File: src/rtl/sdiv_pkg.sv
package sdiv_pkg;
    typedef enum logic [1:0] {
        ST_IDLE = 2'd0,
        ST_SCREEN = 2'd1,
        ST_STEP = 2'd2,
        ST_WRAP = 2'd3
    } sdiv_state_e;
endpackage

File: src/rtl/sdiv_unsign.sv
module sdiv_unsign #(
    parameter int W = 8
) (
    input  logic [2*W-1:0] dvd,
    input  logic [W-1:0]   dvs,
    output logic [W-1:0]   mag_hi,
    output logic [W-1:0]   mag_lo,
    output logic [W-1:0]   mag_dvs,
    output logic           neg_quo
);
    logic [2*W-1:0] mag_dvd;

    always_comb begin
        mag_dvd = dvd[2*W-1] ? (~dvd + 1'b1) : dvd;
        mag_dvs = dvs[W-1] ? (~dvs + 1'b1) : dvs;
        mag_hi  = mag_dvd[2*W-1:W];
        mag_lo  = mag_dvd[W-1:0];
        neg_quo = dvd[2*W-1] ^ dvs[W-1];
    end
endmodule

File: src/rtl/sdiv_step.sv
module sdiv_step #(
    parameter int W = 8
) (
    input  logic [W-1:0] part_in,
    input  logic [W-1:0] quo_in,
    input  logic [W-1:0] dvs,
    output logic [W-1:0] part_out,
    output logic [W-1:0] quo_out
);
    logic [W:0]   shifted;
    logic [W-1:0] trial;
    logic         fits;

    always_comb begin
        shifted  = {part_in, quo_in[W-1]};
        fits     = shifted >= {1'b0, dvs};
        trial    = shifted[W-1:0] - dvs;
        part_out = fits ? trial : shifted[W-1:0];
        quo_out  = {quo_in[W-2:0], fits};
    end
endmodule

File: src/rtl/sdiv_finish.sv
module sdiv_finish #(
    parameter int W = 8
) (
    input  logic [W-1:0] part,
    input  logic [W-1:0] quo_mag,
    input  logic [W-1:0] dvs,
    input  logic         neg,
    output logic [W-1:0] quo_out
);
    logic         bump;
    logic [W-1:0] rounded;

    always_comb begin
        bump    = {part, 1'b0} >= {1'b0, dvs};
        rounded = quo_mag + {{(W-1){1'b0}}, bump};
        quo_out = neg ? (~rounded + 1'b1) : rounded;
    end
endmodule

File: src/rtl/seq_sdiv.sv
module seq_sdiv
    import sdiv_pkg::*;
#(
    parameter int W = 8
) (
    input  logic           clk,
    input  logic           rst_n,
    input  logic           start,
    input  logic [2*W-1:0] dividend,
    input  logic [W-1:0]   divisor,
    output logic           busy,
    output logic           done,
    output logic [W-1:0]   quotient,
    output logic [W-1:0]   remainder,
    output logic           ovf,
    output logic           dz
);
    localparam int CW = (W > 2) ? $clog2(W) : 1;
    localparam logic [CW-1:0] LAST = CW'(W - 1);

    typedef struct packed {
        sdiv_state_e   st;
        logic [W-1:0]  part;
        logic [W-1:0]  qreg;
        logic [W-1:0]  dvs;
        logic          neg;
        logic [CW-1:0] cnt;
        logic          busy;
        logic          done;
        logic          ovf;
        logic          dz;
        logic [W-1:0]  quo;
        logic [W-1:0]  rem;
    } sdiv_regs_t;

    sdiv_regs_t r_q, r_d;

    logic [W-1:0] in_hi, in_lo, in_dvs;
    logic         in_neg;
    logic [W-1:0] step_part, step_quo;
    logic [W-1:0] fin_quo;

    sdiv_unsign #(.W(W)) u_unsign (
        .dvd(dividend), .dvs(divisor),
        .mag_hi(in_hi), .mag_lo(in_lo), .mag_dvs(in_dvs), .neg_quo(in_neg)
    );

    sdiv_step #(.W(W)) u_step (
        .part_in(r_q.part), .quo_in(r_q.qreg), .dvs(r_q.dvs),
        .part_out(step_part), .quo_out(step_quo)
    );

    sdiv_finish #(.W(W)) u_finish (
        .part(r_q.part), .quo_mag(r_q.qreg), .dvs(r_q.dvs), .neg(r_q.neg),
        .quo_out(fin_quo)
    );

    always_comb begin
        r_d      = r_q;
        r_d.done = 1'b0;
        case (r_q.st)
            ST_IDLE: begin
                if (start) begin
                    r_d.part = in_hi;
                    r_d.qreg = in_lo;
                    r_d.dvs  = in_dvs;
                    r_d.neg  = in_neg;
                    r_d.busy = 1'b1;
                    r_d.st   = ST_SCREEN;
                end
            end
            ST_SCREEN: begin
                if (r_q.dvs == '0) begin
                    r_d.dz  = 1'b1;
                    r_d.ovf = 1'b0;
                    r_d.quo = '0;
                    r_d.rem = '0;
                end else if (r_q.part >= r_q.dvs) begin
                    r_d.dz  = 1'b0;
                    r_d.ovf = 1'b1;
                    r_d.quo = '0;
                    r_d.rem = '0;
                end else if (r_q.part == '0 && r_q.qreg < r_q.dvs) begin
                    r_d.dz  = 1'b0;
                    r_d.ovf = 1'b0;
                    r_d.quo = '0;
                    r_d.rem = r_q.qreg;
                end
                if (r_q.dvs == '0 || r_q.part >= r_q.dvs ||
                    (r_q.part == '0 && r_q.qreg < r_q.dvs)) begin
                    r_d.st   = ST_IDLE;
                    r_d.busy = 1'b0;
                    r_d.done = 1'b1;
                end else begin
                    r_d.cnt = '0;
                    r_d.st  = ST_STEP;
                end
            end
            ST_STEP: begin
                r_d.part = step_part;
                r_d.qreg = step_quo;
                r_d.cnt  = r_q.cnt + CW'(1);
                if (r_q.cnt == LAST) begin
                    r_d.st = ST_WRAP;
                end
            end
            ST_WRAP: begin
                r_d.quo  = fin_quo;
                r_d.rem  = r_q.part;
                r_d.ovf  = 1'b0;
                r_d.dz   = 1'b0;
                r_d.busy = 1'b0;
                r_d.done = 1'b1;
                r_d.st   = ST_IDLE;
            end
            default: r_d.st = ST_IDLE;
        endcase
    end

    always_ff @(posedge clk or negedge rst_n) begin
        if (!rst_n) begin
            r_q <= '0;
        end else begin
            r_q <= r_d;
        end
    end

    assign busy      = r_q.busy;
    assign done      = r_q.done;
    assign quotient  = r_q.quo;
    assign remainder = r_q.rem;
    assign ovf       = r_q.ovf;
    assign dz        = r_q.dz;
endmodule

File: config.mk
export PLATFORM = sky130hd
export DESIGN_NAME = seq_sdiv
export DESIGN_NICKNAME = d
export VERILOG_FILES = /design/src/rtl/sdiv_pkg.sv /design/src/rtl/sdiv_unsign.sv /design/src/rtl/sdiv_step.sv /design/src/rtl/sdiv_finish.sv /design/src/rtl/seq_sdiv.sv
export SDC_FILE = /design/constraint.sdc
export NUM_CORES = 1
export LEC_CHECK = 0
export BUFFER_PORTS_ARGS = -buffer_cell sky130_fd_sc_hd__buf_2
export CORE_UTILIZATION = 59
export CTS_CLUSTER_SIZE = 40
export DETAILED_ROUTE_END_ITERATION = 7
export PLACE_DENSITY = 0.81
export SYNTH_ARGS = -nofsm -noshare
export SYNTH_HDL_FRONTEND = slang
export SYNTH_SLANG_ARGS = --single-unit
File: constraint.sdc
create_clock -name clk -period 3.4 [get_ports clk]
set_input_delay 0.17 -clock clk [delete_from_list [all_inputs] [get_ports clk]]
set_output_delay 0.17 -clock clk [all_outputs]
set_load 0.01 [all_outputs]
==> impl_results.md <==
- Outcome: completed
- Via count: 3364
- Non-Filler Cell Area, Final: 4070 um^2
- Worst EP arrival: 3.41 ns
- Async set or reset register ratio after synthesis: 100%
- Critical path launch point: r_q[45]
- Synth Area in Compound Gates: 24.2%
- CTS sink cnt: 50
- Row count: 29
- Top_reg_cell synth: dfrtp_1
- Die area: 6820 um^2
- Startpoint class of the critical path: flop
- Final Hold Viols: 0
- Main combinational cell family by area after synthesis: compound AO/OA/AOI/OAI gates
- Root buffer cell: clkbuf_8
- Worst-Margin Slew: 0.917 ns
- Die W: 82.6 um
- Worst-path fanout max: 6
- Netlist cell types: 68
- Layout area overhead: 6.10%
- Core box area: 6310 um^2
- CP cell instances: ha_1 -> nand4_1 -> or3_1 -> o21ai_1 -> ha_1 -> xnor2_1 -> ha_1 -> nor2_1 -> a41oi_1 -> a31oi_1 -> o21ai_1 -> xor2_1 -> o2bb2ai_1
- Hold Crit Class: in -> reg
- Share of layout cells above drive strength 1: 16.8%
- Initial core utilization: 60.7%
- Final #Nets: 504
- Highest routed layer: met4
- Reg-to-reg slack, setup: 0.19 ns
- Xor/xnor share of the synthesized area: 7.54%
- Met3 wire length: 658 um
- Post-DRT Antenna Nets: 0
- Cell total after placement: 515
- Multiplexer share of the synthesized area: 1.34%
- Met1 WL: 4160 um
- CP bufs+invs: 0
- WL met2: 4550 um
- Initial antenna violation count: 0
- Die Y-Extent: 82.6 um
- Post-Synth Adder-Cell Area: 10.3%
- Gr ovfl total: 0
- Peak supply drop: 572 uV
- Critical Path RT: 3.60 ns
- Max-slew violations: 0
- Pre-antenna DRT Iters: 6
- Pwr Density: 1010 nW/um^2
- Synth top area cells: dfrtp_1, ha_1, xnor2_1
- CTS tree: yes
- H-tree depth: 2
- Setup CP Type: reg -> reg
- Final setup vio count: 0
- Final Cycle Share: 94.4%
- Total wire length: 9680 um
- Rel. slew slack: 38.7%
- Total Routing Usage GR: 30.4%
- Min Clock Period, post-route: 3.21 ns
- Most frequent cell after synthesis: dfrtp_1
- Post-Layout Cell Count: 524
- Total CTS buffers: 5
- First-pass GRT wire length: 15500 um
- Delay-heaviest family, CP: adder cells
- Vias in the first global route: 3162
- Clock transition at the registers of the reported paths: 0.10 ns
- R2R cell count: 13
- Yosys reg bits: 50
- Cells after synthesis: 423
- HPWL reported at the end of detailed placement: 7300 um
- Antenna cells: 0
- Avg Vias per Cell: 6.42
- Largest net degree at the start of global routing: 31
- Reg-to-Reg Start: r_q[45]
- Post-synthesis simple-gate area fraction: 15.0%
- Top cell by count, worst path: ha_1
- Ports: 47
- GPL Wtd Cong: 0.925
- Seq/Total Area, Yosys: 32.6%
- FF-to-FF End: quotient[6]
- Fmax: 312 MHz
- Synth cell count leaders: dfrtp_1, nand2_1, ha_1
- Leakage: 1.86 nW
- Maxcap violations: 0
- Placed inst area: 3950 um^2
- Post-synth EDFFs: 0
- Avg Cell Area, Syn: 9.06 um^2
- DRC: 0
- Port bufs: 46
- Max clock buf depth: 2
- Max stage delay on crit path: 0.47 ns
- Synth Cell Area: 3830 um^2
- 1st-iter DRT viols: 360
- Post-synth top area share: 32.6%
- Crit path depth: 13
- Yosys warns: 0
- Worst Skew: 0.0127 ns
- Crit end category: flop
- Area leader, netlist: dfrtp_1
- Clk_lat worst skew: 0.32 ns
- Routed WL per cell: 18.5 um
- Crit path capture: quotient[6]
- Synth Net Count: 481
- Slowest cell on the critical path: dfrtp_1
[stage by stage]
step | utilization, % | total power, mW | setup TNS [ns] | hold WS [ns] | worst slack (ns)
6_report | 64.4 | 4.10 | 0 | 0.167 | 0.191
5_1_grt | 64.4 | 4.49 | -0.0416 | 0.186 | -0.0238
4_1_cts | 64.2 | 4.03 | 0 | 0.164 | 0.184
3_5_place_dp | 62.5 | 3.64 | 0 | 0.156 | 0.193
3_3_place_gp | 62.5 | 3.57 | 0 | 0.148 | 0.328
2_1_floorplan | - | 3.09 | 0 | -0.126 | 0.441
[worst min path at each step]
stage                           from  cells past startpoint  slack (ns)                    endpoint
after detailed placement       rst_n                      1        0.16                        done
final                     divisor[6]                      4        0.17                     r_q[31]
after CTS                 divisor[6]                      4        0.16                     r_q[31]
after floorplan                rst_n                      0       -0.13  asynchronous set/reset pin
after global placement         rst_n                      1        0.15                        done
after global routing      divisor[6]                      4        0.19                     r_q[31]
[worst register-to-register path: cells and delay by family (launching register included)]
family,cells,cell delay (ns)
flops,1,0.47
simple gates,3,0.77
fa+ha+maj,3,0.88
compound gates,5,0.67
xor+xnor,2,0.32
[where the power goes]
group / switching [mW] / internal (mW) / total (mW)
sequential: 0.355 / 0.845 / 1.20
combinational: 1.44 / 1.08 / 2.51
clock: 0.230 / 0.153 / 0.383
total: 2.02 / 2.08 / 4.10
[sequential cells by signal, summed over array words and instances (netlist names), named ones only]
signal	flops
remainder	8
busy	1
done	1
ovf	1
quotient	8
dz	1
r_q	29
[kinds of logic after synthesis]
group,count (synthesis)
fa+ha+maj,31
compound gates,132
flops,50
simple gates,113
mux,5
buf+inv,59
xor+xnor,33
[cells in the final DEF (no fill, tap or decap), types with 3 or more instances in the layout]
cell type  netlist  layout
buf_4           16       6
nand3_1          5       5
clkbuf_8         3       5
and2_1           5       5
nand2b_1         3       3
ha_1            30      29
dfrtp_1         50      50
o21ai_0         23      22
nor3_1           6       6
o2bb2ai_1        8       8
a221o_1          8       8
a21oi_1         20      19
a22oi_1          9       9
buf_2            5      46
nor2b_1          6       6
o21a_1           5       5
xnor2_1         23      23
nor4_1           4       4
nor2_1          21      21
a211oi_1         3       3
and3_1           9       8
xor2_1          10      10
or3_1            3       3
o31ai_1          8       7
o22ai_1          5       5
a31oi_1          4       4
o21ai_1         12      13
nand4_1          4       4
inv_1           20      20
mux2i_1          4       4
nand2_1         36      36
[repair_timing]
action,in CTS,in global routing
resized for setup,0,5
setup endpoints to repair,0,3
setup buffers,0,0
hold endpoints to repair,20,0
hold buffers,1,0
[routing by layer]
metal  up-vias  GRT usage (%)
met5         -              0
met4         0           13.1
met3        23           5.16
met2       143           48.8
met1      1618           40.5
li1       1580              -
[final cells by class]
cell class | instances | area, um^2
flip-flops and latches | 50 | 1250
clock inverters | 3 | 28.8
clock buffers | 5 | 68.8
multi-input cells | 314 | 2250
fillers | 515 | 2250
repair buffers | 53 | 285
well taps | 77 | 96.3
inverters | 22 | 82.6
No activity file was read; power rests on OpenSTA's default activity.
